File: config.mk
export PLATFORM = sky130hd
export DESIGN_NAME = amem_ctrl
export DESIGN_NICKNAME = d
export VERILOG_FILES = /design/src/rtl/amem_pkg.sv /design/src/rtl/amem_start_hold.sv /design/src/rtl/amem_seq.sv /design/src/rtl/amem_pin_reg.sv /design/src/rtl/amem_ctrl.sv
export SDC_FILE = /design/constraint.sdc
export NUM_CORES = 1
export LEC_CHECK = 0
export BUFFER_PORTS_ARGS = -buffer_cell sky130_fd_sc_hd__buf_2
export CORE_ASPECT_RATIO = 0.75
export CORE_MARGIN = 8
export CORE_UTILIZATION = 35
export CTS_CLUSTER_DIAMETER = 150
export DETAILED_ROUTE_END_ITERATION = 10
export GPL_TIMING_DRIVEN = 0
export SKIP_CTS_REPAIR_TIMING = 1
export SLEW_MARGIN = 20
export SYNTH_ARGS = -nofsm -noshare
export SYNTH_HDL_FRONTEND = slang
export SYNTH_SLANG_ARGS = --single-unit
File: constraint.sdc
create_clock -name clk -period 5.56 [get_ports clk]
set_clock_uncertainty 0.05 [all_clocks]
set_input_delay 0.556 -clock clk [delete_from_list [all_inputs] [get_ports clk]]
set_output_delay 0.556 -clock clk [all_outputs]
set_load 0.02 [all_outputs]
File: src/rtl/amem_pkg.sv
package amem_pkg;

  typedef enum logic [2:0] {
    ST_HOLD   = 3'd0,
    ST_IDLE   = 3'd1,
    ST_RADDR  = 3'd2,
    ST_RWAIT  = 3'd3,
    ST_RGAP   = 3'd4,
    ST_WPULSE = 3'd5,
    ST_WREC   = 3'd6
  } amem_state_e;

  // ceil(ns / period) with a floor of one cycle
  function automatic int unsigned ns_to_cyc(input int unsigned ns, input int unsigned per);
    int unsigned c;
    c = (ns + per - 1) / per;
    return (c == 0) ? 1 : c;
  endfunction

  function automatic int unsigned umax(input int unsigned a, input int unsigned b);
    return (a > b) ? a : b;
  endfunction

endpackage

File: src/rtl/amem_start_hold.sv
module amem_start_hold #(
  parameter int unsigned HOLD_CYC = 100
) (
  input  logic clk,
  input  logic rst_n,
  input  logic pwr_good,
  output logic hold_done
);
  localparam int unsigned HW = (HOLD_CYC < 2) ? 1 : $clog2(HOLD_CYC + 1);
  localparam logic [HW-1:0] HOLD_END = HW'(HOLD_CYC);

  logic [HW-1:0] cnt_q, cnt_d;

  always_comb begin
    cnt_d = cnt_q;
    if (!pwr_good)
      cnt_d = '0;
    else if (cnt_q != HOLD_END)
      cnt_d = cnt_q + 1'b1;
  end

  always_ff @(posedge clk or negedge rst_n) begin
    if (!rst_n) cnt_q <= '0;
    else        cnt_q <= cnt_d;
  end

  assign hold_done = pwr_good && (cnt_q == HOLD_END);
endmodule

File: src/rtl/amem_seq.sv
module amem_seq
  import amem_pkg::*;
#(
  parameter int unsigned WP_CYC = 1,
  parameter int unsigned WR_CYC = 1,
  parameter int unsigned RW_CYC = 1,
  parameter int unsigned GP_CYC = 1,
  parameter int unsigned WT_W   = 1
) (
  input  logic        clk,
  input  logic        rst_n,
  input  logic        pwr_good,
  input  logic        hold_done,
  input  logic        req_valid,
  input  logic        req_write,
  output logic        req_ready,
  output logic        accept,
  output logic        capture,
  output amem_state_e st_next
);
  localparam logic [WT_W-1:0] WP_LD = WT_W'(WP_CYC - 1);
  localparam logic [WT_W-1:0] WR_LD = WT_W'(WR_CYC - 1);
  localparam logic [WT_W-1:0] RW_LD = WT_W'(RW_CYC - 1);
  localparam logic [WT_W-1:0] GP_LD = WT_W'(GP_CYC - 1);

  amem_state_e     st_q, st_d;
  logic [WT_W-1:0] wt_q, wt_d;
  logic            wt_zero;

  assign wt_zero   = (wt_q == '0);
  assign req_ready = (st_q == ST_IDLE) && pwr_good;

  always_comb begin
    st_d    = st_q;
    wt_d    = wt_q;
    accept  = 1'b0;
    capture = 1'b0;
    if (!pwr_good) begin
      st_d = ST_HOLD;
      wt_d = '0;
    end else begin
      case (st_q)
        ST_HOLD: if (hold_done) st_d = ST_IDLE;
        ST_IDLE: begin
          if (req_valid) begin
            accept = 1'b1;
            if (req_write) begin
              st_d = ST_WPULSE;
              wt_d = WP_LD;
            end else begin
              st_d = ST_RADDR;
              wt_d = '0;
            end
          end
        end
        ST_RADDR: begin
          st_d = ST_RWAIT;
          wt_d = RW_LD;
        end
        ST_RWAIT: begin
          if (wt_zero) begin
            capture = 1'b1;
            st_d    = ST_RGAP;
            wt_d    = GP_LD;
          end else begin
            wt_d = wt_q - 1'b1;
          end
        end
        ST_RGAP: begin
          if (wt_zero) st_d = ST_IDLE;
          else         wt_d = wt_q - 1'b1;
        end
        ST_WPULSE: begin
          if (wt_zero) begin
            st_d = ST_WREC;
            wt_d = WR_LD;
          end else begin
            wt_d = wt_q - 1'b1;
          end
        end
        ST_WREC: begin
          if (wt_zero) st_d = ST_IDLE;
          else         wt_d = wt_q - 1'b1;
        end
        default: st_d = ST_HOLD;
      endcase
    end
  end

  always_ff @(posedge clk or negedge rst_n) begin
    if (!rst_n) begin
      st_q <= ST_HOLD;
      wt_q <= '0;
    end else begin
      st_q <= st_d;
      wt_q <= wt_d;
    end
  end

  assign st_next = st_d;
endmodule

File: src/rtl/amem_pin_reg.sv
module amem_pin_reg
  import amem_pkg::*;
#(
  parameter int unsigned ADDR_W = 17,
  parameter int unsigned DATA_W = 8
) (
  input  logic              clk,
  input  logic              rst_n,
  input  amem_state_e       st_next,
  input  logic              accept,
  input  logic              capture,
  input  logic              req_write,
  input  logic [ADDR_W-1:0] req_addr,
  input  logic [DATA_W-1:0] req_wdata,
  input  logic [DATA_W-1:0] mem_dq_in,
  output logic [ADDR_W-1:0] mem_addr,
  output logic [DATA_W-1:0] mem_dq_out,
  output logic              mem_dq_oe,
  output logic              mem_ce_n,
  output logic              mem_we_n,
  output logic              mem_oe_n,
  output logic              rsp_valid,
  output logic [DATA_W-1:0] rsp_rdata
);
  logic ce_d, we_d, oe_d, dq_oe_d;

  // strobe levels follow the state being entered, so pins and state move together
  always_comb begin
    ce_d    = !((st_next == ST_RADDR) || (st_next == ST_RWAIT) || (st_next == ST_WPULSE));
    we_d    = !(st_next == ST_WPULSE);
    oe_d    = !(st_next == ST_RWAIT);
    dq_oe_d = (st_next == ST_WPULSE) || (st_next == ST_WREC);
  end

  always_ff @(posedge clk or negedge rst_n) begin
    if (!rst_n) begin
      mem_ce_n  <= 1'b1;
      mem_we_n  <= 1'b1;
      mem_oe_n  <= 1'b1;
      mem_dq_oe <= 1'b0;
      rsp_valid <= 1'b0;
    end else begin
      mem_ce_n  <= ce_d;
      mem_we_n  <= we_d;
      mem_oe_n  <= oe_d;
      mem_dq_oe <= dq_oe_d;
      rsp_valid <= capture;
    end
  end

  always_ff @(posedge clk or negedge rst_n) begin
    if (!rst_n) begin
      mem_addr   <= '0;
      mem_dq_out <= '0;
      rsp_rdata  <= '0;
    end else begin
      if (accept)             mem_addr   <= req_addr;
      if (accept && req_write) mem_dq_out <= req_wdata;
      if (capture)            rsp_rdata  <= mem_dq_in;
    end
  end
endmodule

File: src/rtl/amem_ctrl.sv
module amem_ctrl
  import amem_pkg::*;
#(
  parameter int unsigned CLK_PERIOD_NS = 20,
  parameter int unsigned ADDR_W        = 17,
  parameter int unsigned DATA_W        = 8,
  parameter int unsigned STARTUP_NS    = 2_000_000,
  parameter int unsigned T_CYCLE_NS    = 35,
  parameter int unsigned T_ADDR_ACC_NS = 35,
  parameter int unsigned T_OE_ACC_NS   = 15,
  parameter int unsigned T_WPULSE_NS   = 15,
  parameter int unsigned T_ADDR_WE_NS  = 18,
  parameter int unsigned T_DSETUP_NS   = 10,
  parameter int unsigned T_WREC_NS     = 12,
  parameter int unsigned T_HIGH_NS     = 2
) (
  input  logic              clk,
  input  logic              rst_n,
  input  logic              pwr_good,
  input  logic              req_valid,
  output logic              req_ready,
  input  logic              req_write,
  input  logic [ADDR_W-1:0] req_addr,
  input  logic [DATA_W-1:0] req_wdata,
  output logic              rsp_valid,
  output logic [DATA_W-1:0] rsp_rdata,
  output logic [ADDR_W-1:0] mem_addr,
  output logic [DATA_W-1:0] mem_dq_out,
  output logic              mem_dq_oe,
  input  logic [DATA_W-1:0] mem_dq_in,
  output logic              mem_ce_n,
  output logic              mem_we_n,
  output logic              mem_oe_n
);
  localparam int unsigned RC_CYC   = ns_to_cyc(T_CYCLE_NS, CLK_PERIOD_NS);
  localparam int unsigned AA_CYC   = ns_to_cyc(T_ADDR_ACC_NS, CLK_PERIOD_NS);
  localparam int unsigned OE_CYC   = ns_to_cyc(T_OE_ACC_NS, CLK_PERIOD_NS);
  localparam int unsigned HI_CYC   = ns_to_cyc(T_HIGH_NS, CLK_PERIOD_NS);
  localparam int unsigned HOLD_CYC = ns_to_cyc(STARTUP_NS, CLK_PERIOD_NS);
  // output enable is high during writes, so the address-to-end limit for that case applies
  localparam int unsigned WP_CYC   = ns_to_cyc(umax(umax(T_WPULSE_NS, T_ADDR_WE_NS), T_DSETUP_NS),
                                               CLK_PERIOD_NS);
  localparam int unsigned WR_CYC   = umax(umax(ns_to_cyc(T_WREC_NS, CLK_PERIOD_NS), HI_CYC),
                                          (RC_CYC > WP_CYC) ? RC_CYC - WP_CYC : 1);
  // one cycle of address-only setup precedes the output-enable phase
  localparam int unsigned RW_CYC   = umax(umax((AA_CYC > 1) ? AA_CYC - 1 : 1,
                                               (RC_CYC > 1) ? RC_CYC - 1 : 1), OE_CYC);
  localparam int unsigned GP_CYC   = HI_CYC;
  localparam int unsigned CNT_MAX  = umax(umax(WP_CYC, WR_CYC), umax(RW_CYC, GP_CYC));
  localparam int unsigned WT_W     = (CNT_MAX < 2) ? 1 : $clog2(CNT_MAX);

  logic [1:0]  rst_sync_q;
  logic        rst_int_n;
  logic        hold_done;
  logic        accept;
  logic        capture;
  amem_state_e st_next;

  // asynchronous assertion, synchronous release
  always_ff @(posedge clk or negedge rst_n) begin
    if (!rst_n) rst_sync_q <= 2'b00;
    else        rst_sync_q <= {rst_sync_q[0], 1'b1};
  end
  assign rst_int_n = rst_sync_q[1];

  amem_start_hold #(
    .HOLD_CYC (HOLD_CYC)
  ) u_hold (
    .clk       (clk),
    .rst_n     (rst_int_n),
    .pwr_good  (pwr_good),
    .hold_done (hold_done)
  );

  amem_seq #(
    .WP_CYC (WP_CYC),
    .WR_CYC (WR_CYC),
    .RW_CYC (RW_CYC),
    .GP_CYC (GP_CYC),
    .WT_W   (WT_W)
  ) u_seq (
    .clk       (clk),
    .rst_n     (rst_int_n),
    .pwr_good  (pwr_good),
    .hold_done (hold_done),
    .req_valid (req_valid),
    .req_write (req_write),
    .req_ready (req_ready),
    .accept    (accept),
    .capture   (capture),
    .st_next   (st_next)
  );

  amem_pin_reg #(
    .ADDR_W (ADDR_W),
    .DATA_W (DATA_W)
  ) u_pins (
    .clk        (clk),
    .rst_n      (rst_int_n),
    .st_next    (st_next),
    .accept     (accept),
    .capture    (capture),
    .req_write  (req_write),
    .req_addr   (req_addr),
    .req_wdata  (req_wdata),
    .mem_dq_in  (mem_dq_in),
    .mem_addr   (mem_addr),
    .mem_dq_out (mem_dq_out),
    .mem_dq_oe  (mem_dq_oe),
    .mem_ce_n   (mem_ce_n),
    .mem_we_n   (mem_we_n),
    .mem_oe_n   (mem_oe_n),
    .rsp_valid  (rsp_valid),
    .rsp_rdata  (rsp_rdata)
  );
endmodule

==> results.yml, run 1 <==
cells_and_area:
  fillCellCount: 684
  multi_input_area_um2: 1020
  seqCellArea_um2: 1510
  area_delta_synth_final_pct: 28.9
  antenna_cells: 0
  final_cell_mix: "buf_2, dfrtp_1, mux2_2"
  final_common_cell: "buf_2"
  fin_area_um2: 3350
  fin_cells: 400
  nets: 334
  layout-drive-gt1-share_pct: 46.5
detailed_routing:
  post_drt_wl_per_cell_um: 14.1
  postRouteWirelength_um: 5640
  num_vias: 1903
  drc_errors: 0
  ant_nets: 0
  drt-initial-drc-count: 71
  first_pass_iters: 4
  routed_via_density: 4.76
yosys:
  netlist_area_um2: 2600
  yosys-top-cells-area: "dfrtp_1, mux2_2, dfstp_2"
  yosys_warnings: 0
  yosysTopAreaCellShare_pct: 54.8
  synth.distinct_cells: 37
  yosysSeqAreaShare_pct: 57.8
  synth_top_area_cell: "dfrtp_1"
  yosys_register_bits: 60
  avgSynthCellArea_um2: 12.6
  netlist_instances: 206
  syn-num-nets: 246
floorplan:
  dieArea_um2: 10500
  rows: 27
  start_util_pct: 35.8
  die_w_um: 116
  die-height_um: 90.7
  ioPinCount: 77
  core-area_um2: 7260
pwr:
  power_density_nw_per_um2: 295
  power_leakage_nw: 1.69
  ir_drop_v: 0.000142
clock_network:
  cts_root_buf: "clkbuf_8"
  path_clk_slew_ps: 70
  cts_made_buffers: 9
  htree_levels: 3
  cts_buffer_depth: 2
  insertion_delay_ps: 330
  numClockSinks: 60
  cts_tree: "built"
setup_path:
  cp.required_ps: 4950
  path_class: "register to output pin"
  worst_setup_path_end_kind: "output pin"
  cp_max_fo: 6
  critPathLaunchType: "register"
  cp.arrival_ps: 1340
outcome:
  run_status: "completed"
hold_path:
  min_path_type: "register to async pin"
sta:
  fmax_mhz: 514
  finalSetupViolCount: 0
  slew_headroom_pct: 64.5
  fin_tns_setup_ps: 0
  fin_crit_ps: 1950
  holdWs_ps: 203
  hold_viol: 0
  final_max_slew_viol_count: 0
  period_share_pct: 35.0
  tightest_slew_ps: 533
  rsz0062_at_grt: "false"
grt:
  grt_overflow_total: 0
  top_usage_layer: "met2"
  grt_pass1_wl_um: 9650
  met3_usage_pct: 6.01
  grtUsageMet2_pct: 17.2
  met1_usage_pct: 13.8
  grt_usage_pct: 11.6
  grt_max_degree: 33
  grt_pass1_vias: 2052
  grt_antenna_before_repair: 0
placement:
  place_area_um2: 3130
  io_buffer_count: 75
  globalplace.congestion: 0.763
  hpwl_um: 4210
  place_inst: 383
run:
  drv_cap: 0
[critical path: stages (launching register included)]
cell and delay [ps]:
dfrtp_1 430, and4bb_4 390, buf_2 180
[per-stage QoR]
| step | util, % | power [mW] | setup WS [ps] |
|---|---|---|---|
| final | 46.2 | 0.991 | 3610 |
| after global routing | 46.2 | 1.04 | 3540 |
| after CTS | 46.0 | 1.01 | 3590 |
| after detailed placement | 43.1 | 0.577 | 3650 |
| after global placement | 42.7 | 0.573 | 2970 |
| after floorplan | - | 0.532 | 3720 |
[final timing paths]
check | startpoint | endpoint | slack [ps] | depth (start not counted)
hold / removal | rst_sync_q[1] | u_pins.rsp_rdata[7] | 200 | 0
setup / recovery | u_seq.st_q[1] | req_ready | 3610 | 2
hold reg to reg | rst_sync_q[1] | u_pins.rsp_rdata[7] | 200 | 0
max in group asynchronous | rst_sync_q[1] | u_hold.cnt_q[6] | 4760 | 1
setup reg to reg | u_hold.cnt_q[1] | u_hold.cnt_q[12] | 3810 | 4
min in group clk | rst_sync_q[0] | rst_sync_q[1] | 300 | 0
[per-layer routing]
layer | up-vias | part of all wire [%]
met4 | 0 | 1.5
li1 | 917 | -
met5 | - | 0
met3 | 7 | 8.6
met2 | 63 | 45
met1 | 916 | 45
[sequential cells by signal, indices dropped and copies added (netlist names)]
signal / cells
u_pins.mem_oe_n: 1
u_pins.rsp_valid: 1
u_hold.cnt_q: 17
u_pins.mem_addr: 17
u_pins.mem_dq_oe: 1
u_pins.rsp_rdata: 8
u_pins.mem_ce_n: 1
u_seq.st_q: 3
u_pins.mem_dq_out: 8
u_pins.mem_we_n: 1
rst_sync_q: 2
[Yosys cell counts (all sizes together)]
master,instances
a21boi,1
a21o,1
a21oi,10
a221oi,1
a31o,1
and3,1
and4bb,1
buf,4
clkbuf,2
conb,1
dfrtp,57
dfstp,3
ha,2
inv,8
mux2,33
mux2i,6
nand2,19
nand2b,5
nand3,8
nand4,6
nor2,3
nor2b,4
nor3,1
nor4,4
nor4b,1
nor4bb,3
o21ai,4
o2bb2ai,1
o31ai,5
or3,3
or4,5
xor2,2
[layout make-up]
cell class | count | area share, %
buffer | 6 | 1.38
clock buffer | 10 | 3.80
clock inverter | 6 | 2.65
inverter | 8 | 0.895
multi-input combinational | 132 | 30.4
sequential | 60 | 45.0
tap | 101 | 3.77
timing repair buffer | 77 | 12.1
[kinds of logic after synthesis]
family                   after synthesis  share of synthesized area (%)
AO/OA/AOI/OAI                         24                           5.72
XOR/XNOR                               2                          0.673
adder cells (fa/ha/maj)                2                          0.961
buffers and inverters                 14                           2.93
flip-flops                            60                           57.8
multiplexers                          39                           16.6
other                                  1                          0.144
AND/OR/NAND/NOR                       64                           15.1
[power breakdown]
group | switching, mW | total [mW] | internal, mW | leakage [nW]
clock | 0.172 | 0.424 | 0.252 | 0.102
combinational | 0.0524 | 0.0932 | 0.0408 | 0.783
sequential | 0.0158 | 0.474 | 0.458 | 0.808
total | 0.240 | 0.991 | 0.751 | 1.69
Power figures use the tool's default switching activity.
==> inputs of run 2 (changes only) <==
--- a/config.mk
+++ b/config.mk
@@ -5,6 +5,7 @@
 export SDC_FILE = /design/constraint.sdc
 export NUM_CORES = 1
 export LEC_CHECK = 0
+export ABC_AREA = 1
 export BUFFER_PORTS_ARGS = -buffer_cell sky130_fd_sc_hd__buf_2
 export CORE_ASPECT_RATIO = 0.75
 export CORE_MARGIN = 8
==> constraint.sdc (replaced) <==
create_clock -name clk -period 1.7 [get_ports clk]
set_clock_uncertainty 0.05 [all_clocks]
set_input_delay 0.17 -clock clk [delete_from_list [all_inputs] [get_ports clk]]
set_output_delay 0.17 -clock clk [all_outputs]
set_load 0.02 [all_outputs]
==> run 2 against run 1 <==
  * The run now ends with hold timing left
  * Non-clock buffer count increased by 27
  * Die area decreased by 1.7%
  * Count of clock-buffer cells in the layout increased by 2
  * Final cell count increased by 31%
  * Largest power group unchanged
  * Highest routed layer unchanged
==> results.yml, run 2 <==
yosys:
  yosys_register_bits: 60
  synth-edff-count: 0
  synth.distinct_cells: 21
  post-synth-top-count-cell: "nand2_1"
  yosys-top-cells-area: "dfrtp_1, nand2_1, nand3_1"
  ys_top_cells_by_count: "nand2_1, dfrtp_1, nor2_1"
  synth-main-ff-cell: "dfrtp_1"
  netlist_instances: 303
  avgSynthCellArea_um2: 8.41
  netlist_area_um2: 2550
  syn-num-nets: 343
  yosysTopAreaCellShare_pct: 56.0
  synth_top_area_cell: "dfrtp_1"
  yosysSeqAreaShare_pct: 59.1
  yosys_warnings: 0
  synth_async_sr_flop_share_pct: 100
grt:
  grt_pass1_wl_um: 10200
  grt_pass1_vias: 2139
  grt_overflow_total: 0
  grt_max_degree: 59
  grt_usage_pct: 12.3
  grt_antenna_before_repair: 0
setup_path:
  cp_max_fo: 10
  critPathLaunchType: "register"
  cp.arrival_ps: 1780
  worst_setup_path_end_kind: "register"
  cp.required_ps: 1870
  path_class: "register to register"
cells_and_area:
  nets: 457
  layout-drive-gt1-share_pct: 27.0
  seqCellArea_um2: 1510
  fin_cells: 523
  antenna_cells: 0
  area_delta_synth_final_pct: 40.1
  reg_top3: "u_hold.cnt_q (17), u_pins.mem_addr (17)"
  fillCellCount: 700
  final_common_cell: "nand2_1"
  multi_input_area_um2: 936
  final_cell_mix: "nand2_1, buf_2, dfrtp_1"
pwr:
  ir_drop_v: 0.000475
  power_density_nw_per_um2: 941
  power_leakage_nw: 1.97
sta:
  period_share_pct: 94.7
  finalSetupViolCount: 0
  holdWs_ps: -17.7
  slew_headroom_pct: 49.5
  fin_tns_setup_ps: 0
  hold_viol: 1
  fin_crit_ps: 1610
  tightest_slew_ps: 757
  final_max_slew_viol_count: 0
  fmax_mhz: 621
run:
  drv_cap: 0
clock_network:
  cts_root_buf: "clkbuf_8"
  path_clk_slew_ps: 70
  insertion_delay_ps: 340
  cts_buffer_depth: 2
  htree_levels: 3
  cts_tree: "built"
  numClockSinks: 60
  cts_made_buffers: 9
placement:
  io_buffer_count: 76
  place_inst: 480
  hpwl_um: 4540
  globalplace.congestion: 0.819
detailed_routing:
  ant_nets: 0
  num_vias: 2273
  routed_via_density: 4.35
  post_drt_wl_per_cell_um: 12.3
  first_pass_iters: 4
  drt-initial-drc-count: 102
  drc_errors: 0
  postRouteWirelength_um: 6410
floorplan:
  rows: 27
  ioPinCount: 77
  die_w_um: 115
  die-height_um: 89.9
  start_util_pct: 35.4
  dieArea_um2: 10300
  core-area_um2: 7200
outcome:
  run_status: "finished, violations left"
  violations: "hold timing"
hold_path:
  min_path_type: "primary input to register"
## run 2: changes by cell type after synthesis, sizes merged, moves of 6 or more
cell,before,now
mux2,33,0
nand2,19,128
o21ai,4,11
nand3,8,19
inv,8,26
nor2,3,26
mux2i,6,0
## run 2: final timing paths
path	to	slack, ps	startpoint	cells past startpoint
worst max-delay path	u_pins.mem_dq_out[6]	90	u_seq.st_q[1]	8
worst min-delay path	u_pins.mem_addr[14]	-20	req_addr[14]	3
worst max register to register	u_pins.mem_dq_out[6]	90	u_seq.st_q[1]	8
worst min register to register	rst_sync_q[1]	300	rst_sync_q[0]	0
min in group asynchronous	rst_sync_q[1]	100	rst_n	2
max in group asynchronous	u_pins.mem_addr[1]	750	rst_sync_q[1]	0
## run 2: per-stage QoR
| stage | area, um^2 | utilization (%) | total power [mW] | worst slack, ps | hold WS, ps |
|---|---|---|---|---|---|
| 2_1_floorplan | 2550 | - | 1.78 | 297 | -176 |
| 3_3_place_gp | 3060 | 42.5 | 1.93 | 66.1 | -94.5 |
| 3_5_place_dp | 3060 | 42.5 | 1.94 | 8.46 | -93.0 |
| 4_1_cts | 3280 | 45.5 | 3.36 | 7.52 | -456 |
| 5_1_grt | 3570 | 49.6 | 3.52 | -12.8 | 0.413 |
| 6_report | 3570 | 49.6 | 3.36 | 89.8 | -17.7 |
## run 2: report_power, final
group	switching [mW]	total, mW	leakage (nW)	internal, mW
clock network	0.539	1.40	0.107	0.864
registers	0.0708	1.58	0.795	1.51
logic	0.215	0.372	1.06	0.157
## run 2: cell families (layout without fill, tap and decap cells)
family                   count (synthesis)  in the layout  share of synthesized area [%]
flip-flops                              60             60                           59.1
AND/OR/NAND/NOR                        181            181                           28.9
AO/OA/AOI/OAI                           23             23                           4.81
buffers and inverters                   33            152                           5.11
XOR/XNOR                                 3              3                           1.03
other                                    1              1                          0.147
adder cells (fa/ha/maj)                  2              2                          0.982
## run 2: worst max-delay path, stage by stage, from the launching register on
cell and delay, ps:
dfrtp_1 430, nor2_2 120, nand2_1 120, nor3_4 250
buf_4 170, nand2_1 60, buf_4 190, nand2_1 60
nand2_1 50
## run 2: final cells by class
type | instances | share of cell area [%]
buffer | 6 | 0.911
clock inverter | 4 | 2.03
timing repair buffer | 104 | 18.2
inverter | 26 | 2.73
multi-input combinational | 210 | 26.2
sequential | 60 | 42.3
tap | 101 | 3.54
clock buffer | 12 | 4.07
## run 2: layer usage
metal | vias to the layer above | track usage [%] | wire length [um]
li1 | 1166 | - | -
met1 | 1035 | 14.7 | 2980
met2 | 65 | 18.6 | 2820
met3 | 7 | 6.01 | 524
met4 | 0 | 4.64 | 82
met5 | - | 0 | 0
==> inputs of run 3 (changes only) <==
--- a/config.mk
+++ b/config.mk
@@ -17,4 +17,5 @@
 export SLEW_MARGIN = 20
 export SYNTH_ARGS = -nofsm -noshare
 export SYNTH_HDL_FRONTEND = slang
+export SYNTH_HIERARCHICAL = 1
 export SYNTH_SLANG_ARGS = --single-unit
==> constraint.sdc (replaced) <==
create_clock -name clk -period 2.1 [get_ports clk]
set_clock_uncertainty 0.05 [all_clocks]
set_input_delay 0.21 -clock clk [delete_from_list [all_inputs] [get_ports clk]]
set_output_delay 0.21 -clock clk [all_outputs]
set_load 0.02 [all_outputs]
==> run 3 against run 2 <==
  * The flow now finishes without violations
  * Non-clock buffer count is 24 lower
  * First-iteration DRC count is 47% higher
  * Total power is 16% lower
  * Hold slack better by 49 ps
  * Via count is 11% higher
  * Combinational power is 23% higher
  * Sequential share of layout area is 1.2 points lower
  * Sequential cell count stayed put
  * Setup slack better by 160 ps
  * Critical path type unchanged
  * Critical endpoint is now u_pins/mem_ce_n
==> results.yml, run 3 <==
outcome:
  run_status: "completed"
setup_path:
  path_class: "register to register"
  cp.arrival_ps: 2060
  worst_setup_path_end_kind: "register"
  critPathLaunchType: "register"
  cp_max_fo: 5
  cp.required_ps: 2310
sta:
  finalSetupViolCount: 0
  rsz0062_at_grt: "false"
  fmax_mhz: 540
  worst_slack_ps: 248
  period_share_pct: 88.2
  slew_headroom_pct: 49.9
  final_max_slew_viol_count: 0
  fin_crit_ps: 1850
  holdWs_ps: 31.7
  tightest_slew_ps: 746
  hold_viol: 0
clock_network:
  numClockSinks: 60
  cts_tree: "built"
  htree_levels: 3
  path_clk_slew_ps: 70
  insertion_delay_ps: 330
  cts_root_buf: "clkbuf_8"
  cts_made_buffers: 9
  cts_buffer_depth: 2
yosys:
  ys_top_cells_by_count: "nand2_1, dfrtp_1, inv_1"
  avgSynthCellArea_um2: 8.42
  yosys_warnings: 6
  synth.distinct_cells: 29
  yosysSeqAreaShare_pct: 51.5
  syn-num-nets: 387
  yosys_register_bits: 60
  synth-main-ff-cell: "dfrtp_1"
  yosys-top-cells-area: "dfrtp_1, nand2_1, inv_1"
  netlist_area_um2: 2920
  yosysTopAreaCellShare_pct: 48.8
  netlist_instances: 347
  synth-edff-count: 0
  synth_top_area_cell: "dfrtp_1"
  post-synth-top-count-cell: "nand2_1"
  synth_async_sr_flop_share_pct: 100
cells_and_area:
  final_common_cell: "nand2_1"
  layout-drive-gt1-share_pct: 31.7
  area_delta_synth_final_pct: 25.8
  nets: 476
  fillCellCount: 845
  final_cell_mix: "nand2_1, buf_2, dfrtp_1"
  antenna_cells: 0
  multi_input_area_um2: 1130
  reg_top3: "u_hold/cnt_q (17), u_pins/mem_addr (17)"
  seqCellArea_um2: 1510
  fin_area_um2: 3680
pwr:
  ir_drop_v: 0.000340
  power_leakage_nw: 1.83
  power_density_nw_per_um2: 763
  total_power_mw: 2.81
grt:
  grtUsageMet2_pct: 17.8
  grt_overflow_total: 0
  top_usage_layer: "met2"
  grt_pass1_vias: 2471
  met1_usage_pct: 16.4
  grt_antenna_before_repair: 0
  met3_usage_pct: 4.38
  grt_max_degree: 44
  grt_pass1_wl_um: 11300
  grt_usage_pct: 12.3
floorplan:
  dieArea_um2: 11600
  die_w_um: 122
  rows: 29
  ioPinCount: 77
  die-height_um: 95.1
  start_util_pct: 35.3
  core-area_um2: 8270
detailed_routing:
  drt-initial-drc-count: 150
  postRouteWirelength_um: 6990
  ant_nets: 0
  post_drt_wl_per_cell_um: 12.7
  routed_via_density: 4.58
  drc_errors: 0
  num_vias: 2516
  first_pass_iters: 6
placement:
  io_buffer_count: 76
  hpwl_um: 5270
  place_area_um2: 3470
  pre_cts_ws_ps: 160
  globalplace.congestion: 0.800
run:
  drv_cap: 0
hold_path:
  min_path_type: "primary input to register"
run 3: cell count changes after synthesis, moves of 3 or more:
cell / change
nand2_1: -40
inv_1: +27
nor2_1: +17
o21ai_2: +13
nand3_2: +6
buf_6: +5
o21ai_0: +5
buf_2: -4
nand2_2: +4
nand4_1: +4
o21ai_1: +4
nor2_2: +3
nor2_4: +3
run 3: through the flow:
| stage | setup TNS [ps] | cells | util (%) |
|---|---|---|---|
| 2_1_floorplan | 0 | 347 | - |
| 3_3_place_gp | -27810 | 531 | 41.6 |
| 3_5_place_dp | 0 | 532 | 41.9 |
| 4_1_cts | 0 | 548 | 44.3 |
| 5_1_grt | 0 | 549 | 44.4 |
| 6_report | 0 | 549 | 44.4 |
run 3: critical path, cell delays in order (launching register included):
cell     delay (ps)
dfrtp_1         420
inv_1           100
ha_1            170
nand3_1         100
nor2_1          150
nand2_1          70
nor2_1           90
nor2_1           50
nand2_1          60
nand2_1          60
a21oi_2         240
nand2_1          80
nor2_1          100
nor2_1           50
run 3: metal layers:
layer  up-vias  routed length, um
met3        11                491
met1      1182               3400
met2        70               2960
li1       1253                  -
met5         -                  0
met4         0                132
run 3: final timing paths:
check                                 from                 end  slack [ps]  depth (start not counted)
setup / recovery           u_hold/cnt_q[0]     u_pins/mem_ce_n         250                         13
hold / removal                 req_addr[6]  u_pins/mem_addr[6]          30                          3
hold reg to reg              rst_sync_q[1]     u_hold/cnt_q[8]         140                          0
setup reg to reg           u_hold/cnt_q[0]     u_pins/mem_ce_n         250                         13
min in group asynchronous    rst_sync_q[1]     u_hold/cnt_q[8]         140                          0
max in group asynchronous    rst_sync_q[1]     u_pins/mem_ce_n        1320                          1
run 3: final cells by class:
class                      count  share of cell area, %
sequential                    60                   41.0
multi-input combinational    225                   30.7
timing repair buffer          78                   11.4
inverter                      54                   5.51
clock buffer                  11                   3.84
tap                          108                   3.67
buffer                         8                   2.42
clock inverter                 5                   1.43
run 3: power by group:
part / leakage [nW] / internal [mW] / switching [mW]
registers: 0.740 / 1.27 / 0.0632
logic: 0.992 / 0.163 / 0.293
clock network: 0.0991 / 0.574 / 0.446
run 3: kinds of logic after synthesis:
logic type	Yosys count	synth area share (%)
buf+inv	62	9.97
other cells	1	0.128
xor+xnor	2	0.599
simple gates	176	27.6
flops	60	51.5
compound gates	44	9.38
fa+ha+maj	2	0.856
